$ cat config.mk
export PLATFORM = sky130hd
export DESIGN_NAME = ow_byte_engine
export DESIGN_NICKNAME = d
export VERILOG_FILES = /design/src/rtl/ow_byte_pkg.sv /design/src/rtl/ow_byte_txbuf.sv /design/src/rtl/ow_byte_seq.sv /design/src/rtl/ow_byte_rxbuf.sv /design/src/rtl/ow_byte_engine.sv
export SDC_FILE = /design/constraint.sdc
export NUM_CORES = 1
export LEC_CHECK = 0
export ABC_AREA = 1
export BUFFER_PORTS_ARGS = -buffer_cell sky130_fd_sc_hd__buf_2
export CAP_MARGIN = 25
export CORE_MARGIN = 4
export CORE_UTILIZATION = 45
export CTS_BUF_LIST = sky130_fd_sc_hd__clkbuf_8
export DETAILED_ROUTE_END_ITERATION = 7
export GPL_TIMING_DRIVEN = 0
export PLACE_DENSITY = 0.7
export RECOVER_POWER = 50
export SETUP_SLACK_MARGIN = 0.05
export SYNTH_ARGS = -nofsm -noshare
export SYNTH_HDL_FRONTEND = slang
export SYNTH_SLANG_ARGS = --single-unit
$ cat constraint.sdc
create_clock -name clk_i -period 1.37 [get_ports clk_i]
set_input_delay 0.0685 -clock clk_i [delete_from_list [all_inputs] [get_ports clk_i]]
set_output_delay 0.0685 -clock clk_i [all_outputs]
set_load 0.02 [all_outputs]
$ cat src/rtl/ow_byte_pkg.sv
package ow_byte_pkg;
   // status bit positions; the interrupt enable register uses the same positions
   localparam int unsigned ST_TX_BUF_EMPTY = 2;
   localparam int unsigned ST_TX_SHF_EMPTY = 3;
   localparam int unsigned ST_RX_BUF_FULL  = 4;
   localparam int unsigned ST_RX_SHF_FULL  = 5;
   localparam int unsigned ST_MSB          = ST_RX_SHF_FULL;
   localparam int unsigned ST_COUNT        = ST_MSB - ST_TX_BUF_EMPTY + 1;

   typedef enum logic [1:0] {
      REG_DATA   = 2'd0,
      REG_STATUS = 2'd1,
      REG_ENABLE = 2'd2,
      REG_NONE   = 2'd3
   } reg_sel_e;

   typedef enum logic [1:0] {
      SEQ_IDLE  = 2'd0,
      SEQ_START = 2'd1,
      SEQ_WAIT  = 2'd2
   } seq_state_e;
endpackage

$ cat src/rtl/ow_byte_txbuf.sv
module ow_byte_txbuf #(
   parameter int unsigned BYTE_W = 8
) (
   input  logic              clk_i,
   input  logic              rst_n_i,
   input  logic              wr_i,
   input  logic [BYTE_W-1:0] wdata_i,
   input  logic              load_i,
   output logic [BYTE_W-1:0] buf_o,
   output logic              empty_o
);
   logic [BYTE_W-1:0] buf_q;
   logic              empty_q;

   always_ff @(posedge clk_i or negedge rst_n_i) begin
      if (!rst_n_i) begin
         buf_q   <= '0;
         empty_q <= 1'b1;
      end else begin
         if (wr_i) buf_q <= wdata_i;
         // a new write wins over the hand-over of the previous byte
         if (wr_i)        empty_q <= 1'b0;
         else if (load_i) empty_q <= 1'b1;
      end
   end

   assign buf_o   = buf_q;
   assign empty_o = empty_q;

   AST_TBE_FALL_NEEDS_WRITE: assert property (@(posedge clk_i) disable iff (!rst_n_i)
      $fell(empty_o) |-> $past(wr_i)) else $error("buffer filled without write");
   AST_TBE_RISE_NEEDS_LOAD: assert property (@(posedge clk_i) disable iff (!rst_n_i)
      $rose(empty_o) |-> $past(load_i)) else $error("buffer emptied without load");
endmodule

$ cat src/rtl/ow_byte_seq.sv
module ow_byte_seq
   import ow_byte_pkg::*;
#(
   parameter int unsigned BYTE_W = 8
) (
   input  logic              clk_i,
   input  logic              rst_n_i,
   input  logic              pending_i,
   input  logic [BYTE_W-1:0] txbyte_i,
   input  logic              slot_done_i,
   input  logic              slot_bit_i,
   output logic              load_o,
   output logic              slot_start_o,
   output logic              slot_value_o,
   output logic              byte_done_o,
   output logic [BYTE_W-1:0] rx_next_o,
   output logic              tse_o,
   output logic              rsf_o
);
   localparam int unsigned CNT_W = (BYTE_W > 1) ? $clog2(BYTE_W) : 1;
   localparam logic [CNT_W-1:0] LAST_BIT = CNT_W'(BYTE_W - 1);

   seq_state_e        state_q;
   logic [BYTE_W-1:0] tsh_q;
   logic [BYTE_W-1:0] rsh_q;
   logic [CNT_W-1:0]  cnt_q;
   logic              tse_q;
   logic              rsf_q;
   logic              slot_fin;

   assign load_o       = (state_q == SEQ_IDLE) && pending_i;
   assign slot_fin     = (state_q == SEQ_WAIT) && slot_done_i;
   assign byte_done_o  = slot_fin && (cnt_q == LAST_BIT);
   // sampled bit enters at the top so that after BYTE_W slots slot 0 sits in bit 0
   assign rx_next_o    = {slot_bit_i, rsh_q[BYTE_W-1:1]};
   assign slot_start_o = (state_q == SEQ_START);
   assign slot_value_o = tsh_q[0];
   assign tse_o        = tse_q;
   assign rsf_o        = rsf_q;

   always_ff @(posedge clk_i or negedge rst_n_i) begin
      if (!rst_n_i) begin
         state_q <= SEQ_IDLE;
         tsh_q   <= '0;
         rsh_q   <= '0;
         cnt_q   <= '0;
         tse_q   <= 1'b1;
         rsf_q   <= 1'b0;
      end else begin
         unique case (state_q)
            SEQ_IDLE: begin
               if (pending_i) begin
                  tsh_q   <= txbyte_i;
                  cnt_q   <= '0;
                  tse_q   <= 1'b0;
                  rsf_q   <= 1'b0;
                  state_q <= SEQ_START;
               end
            end
            SEQ_START: state_q <= SEQ_WAIT;
            SEQ_WAIT: begin
               if (slot_done_i) begin
                  tsh_q <= tsh_q >> 1;
                  rsh_q <= rx_next_o;
                  if (cnt_q == LAST_BIT) begin
                     cnt_q   <= '0;
                     tse_q   <= 1'b1;
                     rsf_q   <= 1'b1;
                     state_q <= SEQ_IDLE;
                  end else begin
                     cnt_q   <= cnt_q + CNT_W'(1);
                     state_q <= SEQ_START;
                  end
               end
            end
            default: state_q <= SEQ_IDLE;
         endcase
      end
   end

   AST_START_ONE_CYCLE: assert property (@(posedge clk_i) disable iff (!rst_n_i)
      slot_start_o |=> !slot_start_o) else $error("slot start longer than one cycle");
   AST_VALUE_HELD: assert property (@(posedge clk_i) disable iff (!rst_n_i)
      (state_q == SEQ_WAIT) |-> $stable(slot_value_o)) else $error("slot value moved");
   AST_LOAD_ONLY_IDLE: assert property (@(posedge clk_i) disable iff (!rst_n_i)
      load_o |-> tse_o) else $error("load while shifter busy");
   AST_TSE_AFTER_DONE: assert property (@(posedge clk_i) disable iff (!rst_n_i)
      $rose(tse_o) |-> $past(slot_done_i)) else $error("shifter empty without slot done");
endmodule

$ cat src/rtl/ow_byte_rxbuf.sv
module ow_byte_rxbuf #(
   parameter int unsigned BYTE_W = 8
) (
   input  logic              clk_i,
   input  logic              rst_n_i,
   input  logic              byte_done_i,
   input  logic [BYTE_W-1:0] rx_next_i,
   input  logic              rd_i,
   output logic [BYTE_W-1:0] data_o,
   output logic              full_o
);
   logic [BYTE_W-1:0] data_q;
   logic              full_q;

   always_ff @(posedge clk_i or negedge rst_n_i) begin
      if (!rst_n_i) begin
         data_q <= '0;
         full_q <= 1'b0;
      end else begin
         if (byte_done_i) data_q <= rx_next_i;
         // a completing byte wins over a simultaneous drain
         if (byte_done_i) full_q <= 1'b1;
         else if (rd_i)   full_q <= 1'b0;
      end
   end

   assign data_o = data_q;
   assign full_o = full_q;

   AST_RBF_FALL_NEEDS_READ: assert property (@(posedge clk_i) disable iff (!rst_n_i)
      $fell(full_o) |-> $past(rd_i)) else $error("receive full dropped without read");
   AST_RBF_RISE_NEEDS_BYTE: assert property (@(posedge clk_i) disable iff (!rst_n_i)
      $rose(full_o) |-> $past(byte_done_i)) else $error("receive full without byte");
endmodule

$ cat src/rtl/ow_byte_engine.sv
module ow_byte_engine
   import ow_byte_pkg::*;
#(
   parameter int unsigned BYTE_W = 8,
   parameter int unsigned REG_W  = 8,
   parameter int unsigned ADDR_W = 2
) (
   input  logic              clk_i,
   input  logic              rst_n_i,
   input  logic              reg_wr_i,
   input  logic              reg_rd_i,
   input  logic [ADDR_W-1:0] reg_addr_i,
   input  logic [REG_W-1:0]  reg_wdata_i,
   output logic [REG_W-1:0]  reg_rdata_o,
   output logic              slot_start_o,
   output logic              slot_value_o,
   input  logic              slot_done_i,
   input  logic              slot_bit_i,
   output logic              irq_o
);
   localparam logic [REG_W-1:0] EN_MASK = REG_W'((1 << ST_COUNT) - 1) << ST_TX_BUF_EMPTY;

   initial begin : p_param_check
      assert (BYTE_W >= 2) else $error("BYTE_W must be at least 2");
      assert (REG_W >= BYTE_W) else $error("REG_W must hold a byte");
      assert (REG_W > ST_MSB) else $error("REG_W must hold the status bits");
      assert (ADDR_W >= 2) else $error("ADDR_W must select four registers");
   end

   logic              sel_data, sel_stat, sel_en;
   logic              wr_data, rd_data;
   logic              tbe, tse, rbf, rsf;
   logic              load;
   logic              byte_done;
   logic [BYTE_W-1:0] tx_buf;
   logic [BYTE_W-1:0] rx_next;
   logic [BYTE_W-1:0] rx_data;
   logic [ST_COUNT-1:0] flag_v;
   logic [REG_W-1:0]  status_w;
   logic [REG_W-1:0]  en_q;

   assign sel_data = (reg_addr_i == ADDR_W'(REG_DATA));
   assign sel_stat = (reg_addr_i == ADDR_W'(REG_STATUS));
   assign sel_en   = (reg_addr_i == ADDR_W'(REG_ENABLE));
   assign wr_data  = reg_wr_i && sel_data;
   assign rd_data  = reg_rd_i && sel_data;

   ow_byte_txbuf #(.BYTE_W(BYTE_W)) i_txbuf (
      .clk_i   (clk_i),
      .rst_n_i (rst_n_i),
      .wr_i    (wr_data),
      .wdata_i (reg_wdata_i[BYTE_W-1:0]),
      .load_i  (load),
      .buf_o   (tx_buf),
      .empty_o (tbe)
   );

   ow_byte_seq #(.BYTE_W(BYTE_W)) i_seq (
      .clk_i        (clk_i),
      .rst_n_i      (rst_n_i),
      .pending_i    (!tbe),
      .txbyte_i     (tx_buf),
      .slot_done_i  (slot_done_i),
      .slot_bit_i   (slot_bit_i),
      .load_o       (load),
      .slot_start_o (slot_start_o),
      .slot_value_o (slot_value_o),
      .byte_done_o  (byte_done),
      .rx_next_o    (rx_next),
      .tse_o        (tse),
      .rsf_o        (rsf)
   );

   ow_byte_rxbuf #(.BYTE_W(BYTE_W)) i_rxbuf (
      .clk_i       (clk_i),
      .rst_n_i     (rst_n_i),
      .byte_done_i (byte_done),
      .rx_next_i   (rx_next),
      .rd_i        (rd_data),
      .data_o      (rx_data),
      .full_o      (rbf)
   );

   // flag order follows the status bit positions from ST_TX_BUF_EMPTY upward
   assign flag_v = {rsf, rbf, tse, tbe};

   for (genvar b = 0; b < REG_W; b++) begin : g_stat
      if (b >= ST_TX_BUF_EMPTY && b <= ST_MSB) begin : g_flag
         assign status_w[b] = flag_v[b - ST_TX_BUF_EMPTY];
      end else begin : g_zero
         assign status_w[b] = 1'b0;
      end
   end

   always_ff @(posedge clk_i or negedge rst_n_i) begin
      if (!rst_n_i)                en_q <= '0;
      else if (reg_wr_i && sel_en) en_q <= reg_wdata_i & EN_MASK;
   end

   always_comb begin
      if (sel_data)      reg_rdata_o = REG_W'(rx_data);
      else if (sel_stat) reg_rdata_o = status_w;
      else if (sel_en)   reg_rdata_o = en_q;
      else               reg_rdata_o = '0;
   end

   assign irq_o = |(status_w & en_q);
endmodule

==> results.json <==
{
  "drt-total-wl_um": 4230,
  "netlist_area_sq_um": 2050,
  "ios": 27,
  "cts_made_buffers": 5,
  "worstPathMaxFanout": 3,
  "htreeDepth": 2,
  "worstRegToRegCells": 6,
  "ir_drop_mv": 0.773,
  "grt_pass1_vias": 1603,
  "fin_skew_ns": 0.00872,
  "coreArea_sq_um": 4380,
  "clock_latency_ns": 0.30,
  "outcome": "completed",
  "synth_nets": 270,
  "placed_area_sq_um": 2240,
  "design_area_sq_um": 2510,
  "clk_pin_slew_ns": 0.08,
  "max_stage_delay_ns": 0.55,
  "via_per_inst": 4.80,
  "min_path_type": "in -> reg",
  "whs_path_depth": 4,
  "drv_cap": 0,
  "crit_path_cell_trace": "nand3_1, nand3_1, buf_2",
  "setup_violations": 0,
  "wl_met2_um": 2020,
  "period_needed_ns": 1.25,
  "dr.max_layer_used": "met4",
  "leakage_nw": 1.38,
  "synth_area_leader_cell": "dfrtp_1",
  "grt_pass1_wl_um": 6980,
  "antenna_found_initial": 0,
  "synth-seq-cells": 44,
  "final_common_cell": "nand2_1",
  "yosysSeqAreaShare_pct": 53.9,
  "setup-tns-final_ns": 0,
  "cp-start-kind": "register",
  "dp_hpwl_um": 2860,
  "cpMostUsedCell": "nand3_1",
  "wl_met3_um": 203,
  "num_antenna_cells": 0,
  "final_cell_mix": "118 x nand2_1, 41 x dfrtp_1, 23 x buf_2",
  "powerDensity_nw_per_um2": 1670,
  "fp.dieH_um": 75.4,
  "critPathCaptureType": "primary output",
  "crit_type": "reg -> out",
  "yosys_warnings": 0,
  "finalMaxSlewViolations": 0,
  "cts_sinks": 44,
  "fin_nets": 313,
  "wire_per_inst_um": 12.2,
  "relSlewSlack_pct": 62.8,
  "hp-start": "reg_rd_i",
  "hold_end": "i_rxbuf.full_o",
  "synth_area_leaders": "dfrtp_1 51%, nand2_1 22%, nand3_1 4.2%, o21ai_0 3.9%, inv_1 3.9%",
  "cp_top_family": "flip-flops",
  "clock_path_buffers": 2,
  "drive_gt1_share_pct": 20.7,
  "worst_ep_required_time_ns": 1.30,
  "port-buffer-count": 26,
  "num-fill-cells": 431,
  "syn_area_per_cell_sq_um": 8.16,
  "synth_top_cell_area_share_pct": 51.3,
  "final_util_pct": 57.3,
  "reg2reg_from": "i_txbuf.empty_o",
  "grt.total_usage_pct": 16.2,
  "critPathBufInv": 1,
  "rsz0062_at_grt": "no",
  "drt_pre_antenna_iters": 4,
  "area_growth_pct": 22.7,
  "cts_tree": "built",
  "worst_slew_pin_slew_ns": 0.558,
  "fmax_ghz": 0.798,
  "drt_iter0_drc": 77,
  "reg2reg_slack_ns": 0.13,
  "rows": 24,
  "fin_crit_sh_pct": 91.4,
  "gp_congestion": 0.787,
  "critPathArrivalTime_ns": 1.18,
  "dieArea_sq_um": 5690,
  "timing.rr.end": "i_seq.tsh_q[0]",
  "holdWs_ns": 0.0230,
  "synthCells": 251,
  "ys_types": 23,
  "grt_max_degree": 45,
  "crit_path_top_delay_cell": "dfstp_2",
  "ant_nets": 0,
  "post-route-drc-count": 0,
  "hold_violations": 0,
  "start_util_pct": 46.7,
  "die_x_um": 75.4,
  "wl_met1_um": 1980,
  "grt-ovfl-total": 0,
  "clockRootBuffer": "clkbuf_8",
  "num_vias": 1667
}
-- worst min-delay path: stages --
cell and delay [ns]:
buf_2 0.08, nand2_1 0.04, nand2_1 0.05, nand2_1 0.05
-- area by class of cell --
cell class / instances / area, sq um / area share [%]
buffer: 7 / 63.8 / 2.54
clock buffer: 5 / 68.8 / 2.74
clock inverter: 3 / 63.8 / 2.54
inverter: 22 / 82.6 / 3.29
multi-input combinational: 178 / 825 / 32.8
sequential: 44 / 1100 / 44.0
tap: 52 / 65.1 / 2.59
timing repair buffer: 36 / 238 / 9.47
-- per-layer routing --
layer / vias up / GRT usage, %
li1: 864 / -
met1: 756 / 20.7
met2: 43 / 26.7
met3: 4 / 4.88
met4: 0 / 4.47
met5: - / 0
-- stage by stage --
step | setup slack (ns) | instances | power [mW]
2_1_floorplan | 0.168 | 251 | 2.62
3_3_place_gp | 0.0186 | 329 | 2.91
3_5_place_dp | 0.00372 | 329 | 2.95
4_1_cts | 0.0542 | 345 | 4.18
5_1_grt | 0.0565 | 347 | 4.50
6_report | 0.118 | 347 | 4.20
-- logic make-up (layout without fill, tap and decap cells) --
kind of cell | after synthesis | count (layout) | share of synthesized area (%)
compound gates | 19 | 19 | 5.01
simple gates | 156 | 156 | 32.6
flops | 44 | 44 | 53.9
buf+inv | 29 | 73 | 6.66
fa+ha+maj | 3 | 3 | 1.83
-- where the power goes --
part / switching (mW) / internal, mW
Clock: 0.437 / 0.721
Combinational: 0.756 / 0.475
Sequential: 0.209 / 1.60
Total: 1.40 / 2.80
-- worst max-delay path by stage --
| stage | from | endpoint | depth (start not counted) |
|---|---|---|---|
| 2_1_floorplan | i_seq.cnt_q[0] | i_seq.rsf_o | 5 |
| 6_report | i_txbuf.empty_o | reg_rdata_o[2] | 3 |
| 5_1_grt | i_seq.state_q[1] | i_seq.tsh_q[3] | 7 |
| 3_3_place_gp | i_seq.state_q[0] | i_rxbuf.data_o[3] | 7 |
| 4_1_cts | i_seq.cnt_q[0] | i_rxbuf.data_o[2] | 6 |
| 3_5_place_dp | i_seq.state_q[0] | i_rxbuf.data_o[2] | 7 |
-- Yosys cell counts (all sizes together) --
cell	count
nand3	20
a22oi	1
nor2	12
nand4	1
nand2	121
inv	22
dfrtp	42
o21ai	17
ha	3
buf	7
a21oi	1
dfstp	2
nor3	2
-- state kept, by name, indices dropped and copies added (netlist names), 2 cells and up --
register / cells
i_txbuf.buf_o: 8
i_rxbuf.data_o: 8
en_q: 4
i_seq.cnt_q: 3
i_seq.rsh_q: 7
i_seq.state_q: 2
i_seq.tsh_q: 8
-- timing repair --
action | CTS | global route
setup endpoints to repair | 20 | 22
pin swaps | 2 | 0
setup buffers | 2 | 1
resized for setup | 3 | 11
hold buffers | 6 | 0
hold endpoints to repair | 48 | 0
gates cloned | 0 | 0
(Power assumes the default switching activity.)
